File: config.mk
export PLATFORM = sky130hd
export DESIGN_NAME = dual_expiry_wdog
export DESIGN_NICKNAME = d
export VERILOG_FILES = /design/src/rtl/wdog_pkg.sv /design/src/rtl/wdog_ctrl.sv /design/src/rtl/wdog_count_path.sv /design/src/rtl/dual_expiry_wdog.sv
export SDC_FILE = /design/constraint.sdc
export NUM_CORES = 1
export LEC_CHECK = 0
export ABC_AREA = 0
export CAP_MARGIN = 20
export CELL_PAD_IN_SITES_DETAIL_PLACEMENT = 1
export CELL_PAD_IN_SITES_GLOBAL_PLACEMENT = 1
export CORE_AREA = 2 2 109 111
export CTS_CLUSTER_SIZE = 28
export DETAILED_ROUTE_END_ITERATION = 7
export DIE_AREA = 0 0 111 113
export PLACE_DENSITY_LB_ADDON = 0.1
export SYNTH_ARGS = -nofsm -noshare
export SYNTH_HDL_FRONTEND = slang
export SYNTH_SLANG_ARGS = --single-unit
File: constraint.sdc
create_clock -name clk -period 3.3 [get_ports clk]
set_clock_uncertainty 0.05 [all_clocks]
set_input_delay 0.66 -clock clk [delete_from_list [all_inputs] [get_ports clk]]
set_output_delay 0.66 -clock clk [all_outputs]
set_load 0.05 [all_outputs]
File: src/rtl/wdog_pkg.sv
package wdog_pkg;
  parameter int unsigned WDOG_DW = 32;
  parameter int unsigned WDOG_AW = 12;

  localparam logic [WDOG_AW-1:0] OFS_RELOAD = 12'h000;
  localparam logic [WDOG_AW-1:0] OFS_COUNT  = 12'h004;
  localparam logic [WDOG_AW-1:0] OFS_CTRL   = 12'h008;
  localparam logic [WDOG_AW-1:0] OFS_CLEAR  = 12'h00C;
  localparam logic [WDOG_AW-1:0] OFS_RAW    = 12'h010;
  localparam logic [WDOG_AW-1:0] OFS_MASKED = 12'h014;
  localparam logic [WDOG_AW-1:0] OFS_LOCK   = 12'hC00;

  // strobes from control to the counting datapath
  typedef struct packed {
    logic               reloadWr;
    logic               clearWr;
    logic               countOn;
    logic               resetOn;
    logic [WDOG_DW-1:0] wrData;
  } wdog_strobe_t;
endpackage

File: src/rtl/wdog_ctrl.sv
module wdog_ctrl
  import wdog_pkg::*;
#(
  parameter logic [WDOG_DW-1:0] UNLOCK_KEY = 32'h1ACCE551
) (
  input  logic               clk,
  input  logic               rstN,
  input  logic [WDOG_AW-1:0] busAddr,
  input  logic               busWrEn,
  input  logic [WDOG_DW-1:0] busWrData,
  input  logic [WDOG_DW-1:0] reloadVal,
  input  logic [WDOG_DW-1:0] countVal,
  input  logic               irqPend,
  output logic [WDOG_DW-1:0] busRdData,
  output logic               lockedQ,
  output wdog_strobe_t       strobe
);
  localparam int unsigned CTRL_W = 2;

  logic [CTRL_W-1:0] ctrlQ;
  logic              wrOpen;

  assign wrOpen = busWrEn && !lockedQ;

  always_ff @(posedge clk or negedge rstN) begin
    if (!rstN) begin
      lockedQ <= 1'b1;
      ctrlQ   <= '0;
    end else begin
      if (busWrEn && busAddr == OFS_LOCK)
        lockedQ <= (busWrData != UNLOCK_KEY);
      if (wrOpen && busAddr == OFS_CTRL)
        ctrlQ <= busWrData[CTRL_W-1:0];
    end
  end

  always_comb begin
    strobe.reloadWr = wrOpen && busAddr == OFS_RELOAD;
    strobe.clearWr  = wrOpen && busAddr == OFS_CLEAR;
    strobe.countOn  = ctrlQ[0];
    strobe.resetOn  = ctrlQ[1];
    strobe.wrData   = busWrData;
  end

  always_comb begin
    busRdData = '0;
    unique case (busAddr)
      OFS_RELOAD: busRdData = reloadVal;
      OFS_COUNT:  busRdData = countVal;
      OFS_CTRL:   busRdData[CTRL_W-1:0] = ctrlQ;
      OFS_RAW:    busRdData[0] = irqPend;
      OFS_MASKED: busRdData[0] = irqPend & ctrlQ[0];
      OFS_LOCK:   busRdData[0] = lockedQ;
      default:    busRdData = '0;
    endcase
  end
endmodule

File: src/rtl/wdog_count_path.sv
module wdog_count_path
  import wdog_pkg::*;
#(
  parameter logic [WDOG_DW-1:0] RELOAD_INIT = '1
) (
  input  logic               clk,
  input  logic               rstN,
  input  logic               tickEn,
  input  wdog_strobe_t       strobe,
  output logic [WDOG_DW-1:0] reloadVal,
  output logic [WDOG_DW-1:0] countVal,
  output logic               irqPend,
  output logic               rstReq
);
  logic busOwns;
  logic expiry;

  assign busOwns = strobe.reloadWr || strobe.clearWr;
  assign expiry  = !busOwns && strobe.countOn && tickEn && (countVal == '0);

  always_ff @(posedge clk or negedge rstN) begin
    if (!rstN) begin
      reloadVal <= RELOAD_INIT;
      countVal  <= RELOAD_INIT;
    end else if (strobe.reloadWr) begin
      reloadVal <= strobe.wrData;
      countVal  <= strobe.wrData;
    end else if (strobe.clearWr || expiry) begin
      countVal <= reloadVal;
    end else if (strobe.countOn && tickEn) begin
      countVal <= countVal - 1'b1;
    end
  end

  always_ff @(posedge clk or negedge rstN) begin
    if (!rstN) begin
      irqPend <= 1'b0;
      rstReq  <= 1'b0;
    end else begin
      if (strobe.clearWr)
        irqPend <= 1'b0;
      else if (expiry)
        irqPend <= 1'b1;
      if (expiry && irqPend && strobe.resetOn)
        rstReq <= 1'b1;
    end
  end
endmodule

File: src/rtl/dual_expiry_wdog.sv
module dual_expiry_wdog
  import wdog_pkg::*;
#(
  parameter logic [WDOG_DW-1:0] UNLOCK_KEY  = 32'h1ACCE551,
  parameter logic [WDOG_DW-1:0] RELOAD_INIT = '1
) (
  input  logic               clk,
  input  logic               rstN,
  input  logic [WDOG_AW-1:0] busAddr,
  input  logic               busWrEn,
  input  logic [WDOG_DW-1:0] busWrData,
  output logic [WDOG_DW-1:0] busRdData,
  input  logic               tickEn,
  output logic               irqOut,
  output logic               rstOut
);
  wdog_strobe_t       strobe;
  logic [WDOG_DW-1:0] reloadVal;
  logic [WDOG_DW-1:0] countVal;
  logic               irqPend;
  logic               lockedQ;
  logic               ctrlIe;
  logic               ctrlRe;

  wdog_ctrl #(.UNLOCK_KEY(UNLOCK_KEY)) u_ctrl (
    .clk(clk), .rstN(rstN), .busAddr(busAddr), .busWrEn(busWrEn),
    .busWrData(busWrData), .reloadVal(reloadVal), .countVal(countVal),
    .irqPend(irqPend), .busRdData(busRdData), .lockedQ(lockedQ),
    .strobe(strobe)
  );

  wdog_count_path #(.RELOAD_INIT(RELOAD_INIT)) u_path (
    .clk(clk), .rstN(rstN), .tickEn(tickEn), .strobe(strobe),
    .reloadVal(reloadVal), .countVal(countVal), .irqPend(irqPend),
    .rstReq(rstOut)
  );

  assign ctrlIe = strobe.countOn;
  assign ctrlRe = strobe.resetOn;
  assign irqOut = irqPend & ctrlIe;
endmodule

* After elaboration in Yosys (flattened, before gate mapping)
Cells that the tools add are included.
** Cells by class
- Bitwise gates (word level) :: 1
- Reductions and logical operators :: 19
- Multiplexer cells :: 8
- Equality and inequality tests :: 7
- Add/sub/neg operators :: 1
** Operators with widths (number)
- 32-bit two-way mux :: 3
- 30-bit case mux with 2 select lines :: 1
- 32-bit zero test :: 1
- 32-bit by 29-bit != test with 1-bit output, second input constant :: 1
- 32-bit by 1-bit subtractor with 32-bit output, second input constant :: 1
- 12-bit by 4-bit equality test with 1-bit output, second input constant :: 2
- 12-bit by 5-bit equality test with 1-bit output, second input constant :: 2
- 12-bit equality test, second input constant :: 1
- 12-bit by 3-bit equality test with 1-bit output, second input constant :: 1
- 12-bit zero test :: 1
- 1-bit logical AND :: 11
- 1-bit case mux with 6 select lines :: 1
- 1-bit case mux with 3 select lines :: 1
- 3-bit nonzero test :: 1
- 1-bit zero test :: 2
- 1-bit logical OR :: 2
- 1-bit two-way mux :: 2
- 2-bit nonzero test :: 1
- 1-bit AND :: 1
** Word-level totals
- Input port bits :: 48
- Flip-flop bits (word level) :: 69

* Longest topological paths before layout
- Depth after elaboration :: 11
- Mapped depth :: 10

* Modules after synthesis
A second synthesis with hierarchy kept.
** Second synthesis, totals
- Cell total of the unflattened synthesis :: 566
- Area, all modules :: 4986.0 um^2
** By module, submodules not included
- wdog_count_path :: cells each 420, area an instance 3907.5 um^2, times used 1
- wdog_ctrl :: cells each 145, area an instance 1072.3 um^2, times used 1
- dual_expiry_wdog :: cells each 1, area an instance 6.3 um^2, times used 1

* Worst setup path after synthesis
OpenSTA, ideal clock, no wires.
- Path type :: in2out
- Start point :: in busAddr[5]
- End point :: out busRdData[0]
- Setup slack :: -0.030 ns
- Required time :: 2.590 ns
- Buffers on the path :: 0
- Data arrival time :: 2.620 ns
- Stages :: 4
- Cell sequence :: or4_1 nor4_1 a31oi_1 o21ai_0
** Between the ends
- Cells in the longest elaborated chain, start to end :: 2
** RTL lines
- start: declaration :: line dual_expiry_wdog.sv:9 : input logic [WDOG_AW-1:0] busAddr,
- 12-bit equality test, or another cell as far along :: line wdog_ctrl.sv:47 : unique case (busAddr)
- 1-bit case mux with 6 select lines * :: line wdog_ctrl.sv:47
- end: declaration :: line dual_expiry_wdog.sv:12 : output logic [WDOG_DW-1:0] busRdData,
Mark *: on every way between the ends. The rest lies on a longest branch, timed or not.

* Final worst setup path
- Start point :: in busAddr[1]
- End point :: out busRdData[23]
** Between the ends
- Cells in the longest elaborated chain, start to end :: 2
** RTL lines (line)
- 12-bit by 3-bit equality test with 1-bit output or 12-bit zero test (tied branches) :: wdog_ctrl.sv:47
- 30-bit case mux with 2 select lines * :: wdog_ctrl.sv:47
Marked as above.

==> key figures <==
Worst setup path
  – CP startpoint: busAddr[1]
  – Required time worst endpoint: 2590 ps
  – Worst reg2reg startpoint: u_path.countVal[0]
  – Endpoint of the worst register-to-register path: u_path.countVal[10]
  – Number of cells on the worst reg-to-reg path: 9
  – Data arrival, critical path: 2540 ps
  – Critical path endpoint category: output port
  – Minimum setup slack among reg-to-reg paths: 220 ps
  – Startpoint-to-endpoint class of the critical path: primary input to output port
  – Critical Path Start Type: primary input
  – CP Max Fanout: 15

Finish
  – Filler cell count in the final layout: 1267
  – Combined area of the multi-input logic cells: 2720 um^2
  – Layout-stage area growth over the synthesis result: 48.3%
  – Layout cells sized above 1: 31.8%
  – Area occupied by registers: 1810 um^2
  – Number of nets in the final layout: 673
  – Final antenna diode count: 0

Timing
  – Final number of setup-violating endpoints: 0
  – Max_slew headroom: 48.3%
  – Max frequency: 307 MHz
  – Tcrit/Tclk final: 98.6%
  – Total Negative Setup Slacks: 0 ps
  – Slew at the pin closest to its max-slew limit: 770 ps
  – Post-route setup slack: 45.5 ps
  – Total count of hold-check failures in the final report: 0
  – Max-slew violation count: 0
  – Shortest period the worst path allows: 3250 ps

Floorplan
  – Horizontal extent of the die: 111 um
  – Initial Util: 39.6%
  – Core area: 11300 um^2
  – Overall die area: 12500 um^2
  – Count of standard-cell rows: 39
  – Number of placed I/O pins: 82
  – Die boundary height: 113 um

Route
  – Antenna Nets Post-Route: 0
  – Vias per inst: 6.21
  – Total Wirelength: 18100 um
  – Count of TritonRoute iterations in the first routing pass: 4
  – Iteration-0 DRC count of the detailed router: 296
  – Via count: 4793
  – Drt wl/cell: 23.4 um
  – DR DRC count: 0

Place
  – Placed wire-length estimate after detailed placement: 12600 um
  – # port buffers: 81
  – Setup Slack @ Placement: -21.8 ps
  – Routability Congestion: 0.922

Synth
  – Share of the synthesized area in the top cell type: 38.2%
  – Cell area after synthesis: 4470 um^2
  – Synth cell count leaders: nand2_1, dfstp_2, a22o_1, nor2_1, clkbuf_1
  – Mean instance size in the synthesized netlist: 8.51 um^2
  – Post-synthesis net count: 574
  – Number of distinct library cells after synthesis: 65
  – Instance count of the mapped netlist: 525
  – Post-synthesis sequential area ratio: 40.5%
  – Post-synth top area cell: dfstp_2
  – Fraction of registers with async set or reset after synthesis: 100%
  – Count of yosys warnings during synthesis: 0
  – Largest cells by area after synthesis: dfstp_2, nand2_1, a22o_1
  – Number of enable-type register cells in the synthesized netlist: 0
  – Most repeated cell in the gate-level netlist after synthesis: nand2_1
  – Most instantiated flip-flop cell in the synthesis netlist: dfstp_2
  – Number of storage elements in the synthesis netlist: 69

Status
  – Outcome: completed

Pwr
  – Areal power density over the cells: 337 nW/um^2
  – Worst IR drop on VDD: 0.185 mV
  – Leakage: 2.74 nW
  – Pwr Total: 2.23 mW

CTS
  – Source-to-sink clock delay at the later pin of the worst-skew pair: 340 ps
  – Clock Pin Slew Worst Setup and Hold Paths: 60 ps
  – Number of buffers added by the clock tree synthesis step: 9
  – Clock tree from TritonCTS: yes
  – Max clock buf depth: 2
  – Depth of the CTS H-tree: 3
  – Clock sink count: 69
  – Root Buffer: clkbuf_16

Flow run
  – Max-capacitance violation count: 0

Global routing
  – All-layer global routing usage: 28.2%
  – Initial antenna violation count: 0
  – First-pass GRT wire length: 28200 um
  – Final global-route overflow total: 0
  – Largest net degree at the start of global routing: 31
  – Via count of the first global-routing pass: 5147

Min path
  – Hold Path Class: primary input to asynchronous set/reset pin
-- per-stage QoR --
stage	instances	instance area [um^2]	utilization, %	hold WS [ps]
after floorplan	525	4470	-	314
after global placement	752	5960	52.9	400
after detailed placement	752	5960	52.9	411
after CTS	768	6310	56.0	153
after global routing	772	6620	58.8	167
final	772	6620	58.8	153
-- power by group --
group,total [mW],internal [mW],switching [mW]
Sequential,0.891,0.870,0.0209
Clock,1.15,0.758,0.389
Combinational,0.197,0.0944,0.102
Total,2.23,1.72,0.512
-- what timing repair did --
action / 4_1_cts / 5_1_grt
buffers inserted: 0 / 1
endpoints found under the setup margin: 0 / 31
resized for setup: 0 / 40
hold buffers: 0 / 0
-- area by class of cell --
class / instances / share of cell area (%)
Clock buffer: 10 / 3.61
Clock inverter: 6 / 1.66
Inverter: 5 / 0.283
Multi-Input combinational cell: 416 / 41.0
Sequential cell: 69 / 27.3
Tap cell: 143 / 2.70
Timing Repair Buffer: 123 / 23.4
-- state kept, by name, indices dropped and copies added, names as in the netlist --
register,flops
u_path.irqPend,1
u_path.rstReq,1
u_path.reloadVal,32
u_path.countVal,32
u_ctrl.ctrlQ,2
u_ctrl.lockedQ,1
-- cell usage in the layout (no fill, tap or decap), drive strengths merged, types with 3 or more instances in the layout --
master / Yosys / final
nor3: 25 / 25
clkdlybuf4s50: 0 / 41
nor4b: 4 / 4
nor4: 16 / 16
and2: 3 / 3
nor4bb: 6 / 6
or2: 4 / 4
a22o: 32 / 32
xor2: 5 / 5
a31oi: 9 / 9
or4: 11 / 11
a221oi: 6 / 6
dfstp: 65 / 65
o31ai: 10 / 10
mux2i: 3 / 3
xnor2: 4 / 4
a21oi: 16 / 16
buf: 9 / 72
or3: 6 / 6
nand2: 124 / 124
bufinv: 0 / 3
inv: 5 / 5
dfrtp: 4 / 4
o21ai: 22 / 22
nor2: 32 / 32
nand4: 9 / 9
clkbuf: 26 / 13
o2bb2ai: 3 / 3
a222oi: 5 / 5
o211ai: 6 / 6
dlymetal6s2s: 0 / 7
nand3: 12 / 12
mux2: 5 / 5
-- routing by layer --
| layer | global-route usage, % | routed length, um |
|---|---|---|
| met1 | 36.7 | 7650 |
| met3 | 3.37 | 861 |
| met2 | 49.4 | 9230 |
| met5 | 0 | 0 |
| met4 | 8.75 | 337 |
-- critical path, stage by stage --
cell and delay (ps):
clkdlybuf4s50_1 480, or4_1 570, nor2_4 250, buf_12 210, a22o_1 210, buf_12 150
-- worst max-delay path by stage --
stage / to
detailed placement: u_path.countVal[21]
floorplan: busRdData[10]
finish: busRdData[23]
global placement: busRdData[31]
global route: busRdData[15]
CTS: busRdData[7]
-- kinds of logic (layout without fill, tap and decap cells) --
family | after synthesis | after routing | synth area share, %
buffers and inverters | 40 | 144 | 3.75
AOI/OAI and AO/OA | 133 | 133 | 22.2
DFF | 69 | 69 | 40.5
xor gates and xnor gates | 9 | 9 | 1.76
muxes | 8 | 8 | 1.93
adders and majority gates | 1 | 1 | 0.280
and+or+nand+nor | 265 | 265 | 29.6
Power figures use the tool's default switching activity.
